### src/rtl/mw_eeprom_pkg.sv
package mw_eeprom_pkg;

  typedef enum logic [1:0] {
    OP_EXT   = 2'b00,
    OP_WRITE = 2'b01,
    OP_READ  = 2'b10,
    OP_ERASE = 2'b11
  } op_e;

  typedef enum logic [1:0] {
    SUB_LOCK   = 2'b00,
    SUB_FILL   = 2'b01,
    SUB_WIPE   = 2'b10,
    SUB_UNLOCK = 2'b11
  } sub_e;

  typedef struct packed {
    logic shiftCmd;
    logic latchAddr;
    logic loadRead;
    logic shiftRead;
    logic shiftData;
    logic wrWord;
    logic wrAll;
    logic erWord;
    logic erAll;
    logic setWen;
    logic clrWen;
  } strobe_t;

endpackage

### src/rtl/mw_eeprom_ctrl.sv
module mw_eeprom_ctrl
  import mw_eeprom_pkg::*;
#(
  parameter int ADDR_W = 6,
  parameter int DATA_W = 16
) (
  input  logic       clk,
  input  logic       rstN,
  input  logic       chipSel,
  input  logic       serClk,
  input  logic       serIn,
  input  logic [3:0] cmdHead,
  input  logic       readBit,
  output strobe_t    stb,
  output logic       serOut,
  output logic       serOutEn
);
  localparam int CMD_W = ADDR_W + 2;
  localparam int MAX_W = (DATA_W > CMD_W) ? DATA_W : CMD_W;
  localparam int CNT_W = $clog2(MAX_W);

  typedef enum logic [3:0] {
    S_IDLE, S_CMD, S_DECODE, S_READ, S_DATAIN,
    S_COMMIT, S_WAITFALL, S_WAITRISE, S_STATUS
  } state_e;

  state_e state, nextState;
  logic [CNT_W-1:0] cnt;
  logic skPrev, csPrev, allMode, allNext;
  logic skRise, csFall, csRise, holdOnLow;

  assign skRise    = serClk & ~skPrev;
  assign csFall    = ~chipSel & csPrev;
  assign csRise    = chipSel & ~csPrev;
  assign holdOnLow = (state == S_WAITFALL) || (state == S_WAITRISE);

  always_comb begin
    stb       = '0;
    nextState = state;
    allNext   = allMode;
    if (!chipSel && !holdOnLow) begin
      nextState = S_IDLE;
    end else begin
      case (state)
        S_IDLE:
          if (skRise && serIn) nextState = S_CMD;
        S_CMD:
          if (skRise) begin
            stb.shiftCmd = 1'b1;
            if (cnt == CNT_W'(CMD_W - 1)) nextState = S_DECODE;
          end
        S_DECODE: begin
          stb.latchAddr = 1'b1;
          case (cmdHead[3:2])
            OP_READ:  begin stb.loadRead = 1'b1; nextState = S_READ; end
            OP_WRITE: begin allNext = 1'b0; nextState = S_DATAIN; end
            OP_ERASE: begin stb.erWord = 1'b1; nextState = S_WAITFALL; end
            default:
              case (cmdHead[1:0])
                SUB_LOCK:   begin stb.clrWen = 1'b1; nextState = S_IDLE; end
                SUB_UNLOCK: begin stb.setWen = 1'b1; nextState = S_IDLE; end
                SUB_FILL:   begin allNext = 1'b1; nextState = S_DATAIN; end
                default:    begin stb.erAll = 1'b1; nextState = S_WAITFALL; end
              endcase
          endcase
        end
        S_READ:
          if (skRise) stb.shiftRead = 1'b1;
        S_DATAIN:
          if (skRise) begin
            stb.shiftData = 1'b1;
            if (cnt == CNT_W'(DATA_W - 1)) nextState = S_COMMIT;
          end
        S_COMMIT: begin
          stb.wrAll  = allMode;
          stb.wrWord = ~allMode;
          nextState  = S_WAITFALL;
        end
        S_WAITFALL:
          if (csFall) nextState = S_WAITRISE;
        S_WAITRISE:
          if (csRise) nextState = S_STATUS;
        default: ;
      endcase
    end
  end

  always_ff @(posedge clk or negedge rstN) begin
    if (!rstN) begin
      state   <= S_IDLE;
      cnt     <= '0;
      skPrev  <= 1'b0;
      csPrev  <= 1'b0;
      allMode <= 1'b0;
    end else begin
      state   <= nextState;
      skPrev  <= serClk;
      csPrev  <= chipSel;
      allMode <= allNext;
      if (state != nextState)                cnt <= '0;
      else if (stb.shiftCmd || stb.shiftData) cnt <= cnt + 1'b1;
    end
  end

  assign serOutEn = (state == S_READ) || (state == S_STATUS);
  assign serOut   = (state == S_READ) ? readBit : (state == S_STATUS);

endmodule

### src/rtl/mw_eeprom_dp.sv
module mw_eeprom_dp
  import mw_eeprom_pkg::*;
#(
  parameter int ADDR_W = 6,
  parameter int DATA_W = 16
) (
  input  logic                  clk,
  input  logic                  rstN,
  input  logic                  serIn,
  input  strobe_t               stb,
  output logic [ADDR_W+1:0]     cmdWord,
  output logic                  readBit,
  output logic                  wenFlag
);
  localparam int CMD_W = ADDR_W + 2;
  localparam int WORDS = 1 << ADDR_W;
  localparam int RC_W  = $clog2(DATA_W);

  logic [DATA_W-1:0] mem [WORDS];
  logic [ADDR_W-1:0] addrReg, cmdAddr, nextAddr;
  logic [DATA_W-1:0] readSh, dataSh;
  logic [RC_W-1:0]   readCnt;

  assign cmdAddr  = cmdWord[ADDR_W-1:0];
  assign nextAddr = addrReg + 1'b1;

  always_ff @(posedge clk or negedge rstN) begin
    if (!rstN) begin
      cmdWord <= '0;
      addrReg <= '0;
      readSh  <= '0;
      readBit <= 1'b0;
      readCnt <= '0;
      dataSh  <= '0;
      wenFlag <= 1'b0;
    end else begin
      if (stb.shiftCmd)  cmdWord <= {cmdWord[CMD_W-2:0], serIn};
      if (stb.latchAddr) addrReg <= cmdAddr;
      if (stb.loadRead) begin
        readSh  <= mem[cmdAddr];
        readBit <= 1'b0;
        readCnt <= '0;
      end
      if (stb.shiftRead) begin
        readBit <= readSh[DATA_W-1];
        if (readCnt == RC_W'(DATA_W - 1)) begin
          addrReg <= nextAddr;
          readSh  <= mem[nextAddr];
          readCnt <= '0;
        end else begin
          readSh  <= {readSh[DATA_W-2:0], 1'b0};
          readCnt <= readCnt + 1'b1;
        end
      end
      if (stb.shiftData) dataSh <= {dataSh[DATA_W-2:0], serIn};
      if (stb.setWen) wenFlag <= 1'b1;
      if (stb.clrWen) wenFlag <= 1'b0;
    end
  end

  always_ff @(posedge clk or negedge rstN) begin
    if (!rstN) begin
      for (int i = 0; i < WORDS; i++) mem[i] <= '0;
    end else if (wenFlag) begin
      if (stb.wrWord) mem[addrReg] <= dataSh;
      if (stb.erWord) mem[cmdAddr] <= '1;
      if (stb.wrAll || stb.erAll)
        for (int i = 0; i < WORDS; i++) mem[i] <= stb.erAll ? '1 : dataSh;
    end
  end

endmodule

### src/rtl/mw_eeprom.sv
module mw_eeprom
  import mw_eeprom_pkg::*;
#(
  parameter int ADDR_W = 6,
  parameter int DATA_W = 16
) (
  input  logic clk,
  input  logic rstN,
  input  logic chipSel,
  input  logic serClk,
  input  logic serIn,
  output logic serOut,
  output logic serOutEn
);
  localparam int CMD_W = ADDR_W + 2;

  strobe_t          stb;
  logic [CMD_W-1:0] cmdWord;
  logic             readBit;
  logic             wenFlag;

  mw_eeprom_ctrl #(.ADDR_W(ADDR_W), .DATA_W(DATA_W)) u_ctrl (
    .clk(clk), .rstN(rstN), .chipSel(chipSel), .serClk(serClk), .serIn(serIn),
    .cmdHead(cmdWord[CMD_W-1 -: 4]), .readBit(readBit), .stb(stb),
    .serOut(serOut), .serOutEn(serOutEn)
  );

  mw_eeprom_dp #(.ADDR_W(ADDR_W), .DATA_W(DATA_W)) u_dp (
    .clk(clk), .rstN(rstN), .serIn(serIn), .stb(stb),
    .cmdWord(cmdWord), .readBit(readBit), .wenFlag(wenFlag)
  );

endmodule

### config.mk
export PLATFORM = sky130hd
export DESIGN_NAME = mw_eeprom
export DESIGN_NICKNAME = d
export VERILOG_FILES = /design/src/rtl/mw_eeprom_pkg.sv /design/src/rtl/mw_eeprom_ctrl.sv /design/src/rtl/mw_eeprom_dp.sv /design/src/rtl/mw_eeprom.sv
export SDC_FILE = /design/constraint.sdc
export NUM_CORES = 2
export LEC_CHECK = 0
export BUFFER_PORTS_ARGS = -buffer_cell sky130_fd_sc_hd__buf_2
export CAP_MARGIN = 20
export CELL_PAD_IN_SITES_DETAIL_PLACEMENT = 2
export CELL_PAD_IN_SITES_GLOBAL_PLACEMENT = 2
export CORE_ASPECT_RATIO = 1.75
export CORE_MARGIN = 3
export CORE_UTILIZATION = 28
export CTS_CLUSTER_DIAMETER = 50
export DETAILED_ROUTE_END_ITERATION = 16
export PLACE_DENSITY = 0.67
export SYNTH_ARGS = -nofsm -noshare
export SYNTH_HDL_FRONTEND = slang
export SYNTH_HIERARCHICAL = 1
export SYNTH_SLANG_ARGS = --single-unit
### constraint.sdc
create_clock -name clk -period 6.61 [get_ports clk]
set_input_delay 1.322 -clock clk [delete_from_list [all_inputs] [get_ports clk]]
set_output_delay 1.322 -clock clk [all_outputs]
set_load 0.01 [all_outputs]
-- After elaboration in Yosys (flattened, before gate mapping)
Cells that the tools add are included.
- divide/modulo/power cells: 0
- eq/ne operators: 17
- mux-type cells: 59
- shift operators: 0
- bitwise logic cells: 13
- add/sub/neg operators: 3
- $mul: 0
- reductions and logical operators: 21
- $lt $le $gt $ge: 5
- operators with widths (kind ; count):
    1024-bit 2-to-1 mux ; 4
    1024-bit bitwise mux ; 1
    1024-bit OR ; 1
    16-bit binary-select mux with 6-bit select ; 2
    16-bit demux with 6-bit select ; 2
    16-bit 2-to-1 mux ; 10
    4-bit 2-to-1 mux ; 14
    4-bit case mux with 7 select lines ; 1
    7-bit >= comparator, second input constant ; 3
    6-bit NOT with 7-bit output ; 3
    4-bit by 3-bit == test with 1-bit output, second input constant ; 5
    6-bit 2-to-1 mux ; 3
    1-bit 2-to-1 mux ; 15
    7-bit by 1-bit less-than comparator with 1-bit output, second input constant ; 2
    4-bit == test, second input constant ; 3
    4-bit case mux with 3 select lines ; 1
    11-bit 2-to-1 mux ; 1
    4-bit by 1-bit adder with 4-bit output, second input constant ; 2
    4-bit by 2-bit == test with 1-bit output, second input constant ; 2
    2-bit nonzero test ; 4
    6-bit by 1-bit adder with 6-bit output, second input constant ; 1
    2-bit == test, second input constant ; 3
    1-bit NOT ; 6
    3-bit case mux with 2 select lines ; 1
    other kinds (15) ; 28
- flip-flop bits (word level): 1087
- bits in latches: 0
- memory bits (read-only): 0
- word-level logic and storage cells: 194
- memory bits (writable): 0
- output and inout bits: 2
- memories kept: 0

-- Logic depth before layout (Yosys ltp)
- word-level depth: 11
- gate-level depth with buffers: 13
- mapped depth without buffers: 10

-- Hierarchy
The synthesis kept the hierarchy.
- modules (own cells, without submodules) (module ; instances ; area each (um^2) ; sequential area each (um^2) ; cells an instance):
    mw_eeprom_dp ; 1 ; 71173.3 ; 26925.8 ; 7642
    mw_eeprom_ctrl ; 1 ; 1033.5 ; 275.3 ; 122

-- Worst setup path after synthesis
Ideal clock, no wire load.
- path kind: input -> register
- start: in chipSel
- end: reg u_dp/mem[981] in the netlist's numbering
- buffers on the path: 3
- stages on the path: 11
- path slack: 2698 ps
- library setup time: 65 ps
- arrival: 3846 ps
- data required time: 6545 ps
- cell sequence: clkbuf_1 -> nand2_1 -> nor4_1 -> nand2b_1 -> or2_2 -> buf_2 -> nor2_1 -> clkbuf_1 -> nand2_1 -> a31oi_1 -> o22a_1
- RTL lines (item ; RTL line ; source):
    from (decl) ; mw_eeprom.sv:9 ; input logic chipSel,
    to (signal, indexed assignment) ; mw_eeprom_dp.sv:65 ; if (stb.wrWord) mem[addrReg] <= dataSh;
    to (decl) ; mw_eeprom_dp.sv:19 ; logic [DATA_W-1:0] mem [WORDS];

-- Final worst setup path
- start: reg u_dp.addrReg[0]
- end: reg u_dp.readSh[9]
- word-level cells in the longest chain between the ends: 7
- RTL lines (item ; RTL line ; source):
    from (decl) ; mw_eeprom_dp.sv:20 ; logic [ADDR_W-1:0] addrReg, cmdAddr, nextAddr;
    from (signal assigned) ; mw_eeprom_dp.sv:38 ; if (stb.latchAddr) addrReg <= cmdAddr;
    from (signal assigned) ; mw_eeprom_dp.sv:47 ; addrReg <= nextAddr;
    6-bit by 1-bit adder with 6-bit output ; mw_eeprom_dp.sv:25 ; assign nextAddr = addrReg + 1'b1;
    6-bit NOT with 7-bit output (implied by the code) ; mw_eeprom_dp.sv:48 ; readSh <= mem[nextAddr];
    16-bit binary-select mux with 6-bit select ; mw_eeprom_dp.sv:48 ;
    16-bit 2-to-1 mux (implied by the code) (2 in series) ; mw_eeprom_dp.sv:48 ;
    16-bit 2-to-1 mux ; mw_eeprom_dp.sv:46 ; if (readCnt == RC_W'(DATA_W - 1)) begin
    16-bit 2-to-1 mux ; mw_eeprom_dp.sv:44 ; if (stb.shiftRead) begin
    to (signal assigned) ; mw_eeprom_dp.sv:40 ; readSh <= mem[cmdAddr];
    to (signal assigned) ; mw_eeprom_dp.sv:48 ;
    to (signal assigned) ; mw_eeprom_dp.sv:51 ; readSh <= {readSh[DATA_W-2:0], 1'b0};
    to (decl) ; mw_eeprom_dp.sv:21 ; logic [DATA_W-1:0] readSh, dataSh;
Every way passes these cells. The select of a mux whose other input is x is not followed.
A chain may end at the register's enable or synchronous reset.

==> run_results.csv <==
group,metric,value,unit
synthesis,synth.avg_cell_area,9.300,µm²
cts,cts_max_level,4,
synthesis,syn_area,72210,µm²
grt,track_usage,32.16,%
synthesis,synth-async-reset-ratio,100.0,%
detailed_routing,drc,0,
detailed_routing,drt-initial-drc-count,7405,
synthesis,synth_edf_count,0,
sta,setup_viol,0,
power_and_ir_drop,power_density,204.0,nW/µm²
placed_design,port_buffers,6,
grt,first_global_vias,77780,
synthesis,netlist_instances,7764,
synthesis,synth_top_cell_area_share,37.67,%
setup_path,arrival,5300,ps
grt,grt_pass1_wl,613.2,mm
die,die_area,264200,µm²
placed_design,globalplace.congestion,0.9963,
min_path,worstHoldPathType,"primary input to async pin",
cts,clk_pin_slew,70,ps
final_layout,final_util,31.64,%
sta,worst_pin_slew,1417,ps
sta,finalHoldViolations,0,
final_layout,fin_area,81220,µm²
die,die_x,389.9,µm
grt,overflow,0,
grt,antenna_found_initial,35,
cts,cts_buffers,138,
sta,tns,0,ps
die,initial_utilization,28.13,%
power_and_ir_drop,cellLeakagePower,29.62,nW
detailed_routing,drt_wl_total,433.1,mm
sta,hold_slack,463.1,ps
synthesis,synthesis.yosys.warnings,6,
final_layout,syn_to_final_growth,12.48,%
detailed_routing,firstDrtPassIters,5,
die,fp.dieH,677.8,µm
final_layout,layout-drive-gt1-share,14.61,%
setup_path,r2r-start,"u_dp/addrReg[0]$_DFF_PN0_",
setup_path,reg2reg_slack,2020,ps
sta,post-route-min-period,4587,ps
detailed_routing,wl_per_cell,39.98,µm
setup_path,critical_path_class,"flop to flop",
die,boundaryPins,7,
cts,cts-root-buf,"clkbuf_16",
power_and_ir_drop,ir_drop,0.1425,mV
synthesis,yosysMostFrequentCell,"nand2_1",
final_layout,final_nets,7380,
grt,grt_start_max_net_pins,191,
cts,insertion_delay,840,ps
cts,cts_sinks,1087,
die,row_count,246,
synthesis,synth_common_cells,"nand2_1 (2,337), dfrtp_1 (1,087), a31oi_1 (1,055), o22a_1 (1,026), clkbuf_1 (627)",
synthesis,synth_ff_type,"dfrtp_1",
setup_path,crit_path_max_fanout,27,
synthesis,synth_nets,7776,
sta,maxSlewViolCount,0,
setup_path,cp_data_required_time,7320,ps
synthesis,yosysUniqueCellTypes,75,
placed_design,placed_area,75820,µm²
detailed_routing,routed_via_density,6.765,
cts,cts_resized,0,
setup_path,critPathCaptureType,"flop",
run,max_cap_viol_count,0,
setup_path,r2r_end,"u_dp/readSh[9]$_DFFE_PN0P_",
sta,fin_crit_sh,69.39,%
detailed_routing,final_antenna_net_count,0,
sta,rsz0062_at_grt,"no",
setup_path,r2r_cells,7,
synthesis,ys_seq_area_share,37.67,%
power_and_ir_drop,total_power,16.57,mW
die,core_area,256700,µm²
cts,cts_setup_buffers,0,
cts,cts_hold_buf,0,
synthesis,yosys.area.top_type,"dfrtp_1",
cts,cts_buffer_depth,4,
final_layout,fillCellCount,28100,
placed_design,place_hpwl,278.8,mm
run_status,status,"complete, no violations",
detailed_routing,vias,73290,
sta,maxClockFrequency,0.2180,GHz
sta,slew_headroom,5.529,%
synthesis,synth_area_leaders,"dfrtp_1 (38%), mux4_2 (13%), o22a_1 (12%)",
sta,skew,27.40,ps
cts,cts_tree,"done",
synthesis,ys_seq_elements,1087,
setup_path,cp-start-kind,"flop",
-- cell families (layout without fill, tap and decap cells) --
group	count (synthesis)	after routing	share of synthesized area, %
fa+ha+maj	8	8	0.1352
simple gates	2658	2658	14.45
mux	783	783	18.39
other cells	0	26	0
xor+xnor	14	14	0.1958
buf+inv	861	556	4.857
compound gates	2353	2353	24.30
flops	1087	1087	37.67
-- cell usage in the layout (no fill, tap or decap), drive strengths merged, types with 12 or more instances in the layout --
cell	count
a31oi	1055
and3	12
bufinv	21
diode	26
buf	315
o22ai	29
a32oi	13
mux2i	304
nand4	18
nand2b	16
clkinv	22
a21oi	40
o22a	1026
clkbuf	186
mux2	49
dfrtp	1087
mux4	430
a22oi	107
nand3	83
nor2	124
nand2	2337
o21ai	21
nor3	15
-- worst max path at each step --
stage                                          from                    endpoint  cells after the start
after CTS                 u_dp/addrReg[0]$_DFF_PN0_  u_dp/readSh[7]$_DFFE_PN0P_                      7
after global placement                      chipSel   u_dp/mem[251]$_DFFE_PN0P_                      9
after floorplan                             chipSel   u_dp/mem[981]$_DFFE_PN0P_                     11
after detailed placement                    chipSel   u_dp/mem[523]$_DFFE_PN0P_                      9
final                     u_dp/addrReg[0]$_DFF_PN0_  u_dp/readSh[9]$_DFFE_PN0P_                      7
after global routing      u_ctrl/state[0]$_DFF_PN0_   u_dp/mem[749]$_DFFE_PN0P_                      8
-- area by class of cell --
cell class	instances	area, µm²	area share (%)
inverter	9	33.78	0.04159
clock buffer	185	3934	4.843
multi-input combinational	5816	41780	51.44
tap	3348	4189	5.158
sequential	1087	27260	33.56
clock inverter	46	783.3	0.9644
timing repair buffer	316	3177	3.911
antenna	26	65.06	0.08011
-- critical path: stages, from the launching register on --
cell and delay (ps):
dfrtp_4 660, ha_4 1070, buf_4 450, mux4_2 580
mux2i_1 970, o22ai_1 250, a221oi_1 290, a31oi_1 110
-- sequential cells by signal, summed over array words and instances, names as in the netlist --
name / cells
u_dp/readSh: 16
u_ctrl/skPrev: 1
u_ctrl/csPrev: 1
u_dp/readBit: 1
u_ctrl/state: 4
u_ctrl/allMode: 1
u_dp/addrReg: 6
u_dp/wenFlag: 1
u_dp/cmdWord: 8
u_dp/mem: 1024
u_dp/readCnt: 4
u_ctrl/cnt: 4
u_dp/dataSh: 16
-- power breakdown --
part,internal (mW),leakage (nW),switching (mW)
Combinational,0.408,12.2,1.03
Sequential,6.66,15.1,0.0800
Clock,4.99,2.32,3.41
Total,12.1,29.6,4.51
-- per-layer routing --
metal	routed length, µm	GRT usage, %	share of wire, %
met1	149100	34.65	34
met2	204400	52.47	47
met3	29210	6.594	6.7
met4	50280	30.39	12
met5	138	0	0.032
-- stage by stage --
stage                     std cells  setup WS (ps)
after global routing          10810           2014
after floorplan                7764           2698
after CTS                     10780           2184
after detailed placement      10550           1484
final                         10830           2023
after global placement        10540           1575
No activity file was read; power rests on OpenSTA's default activity.
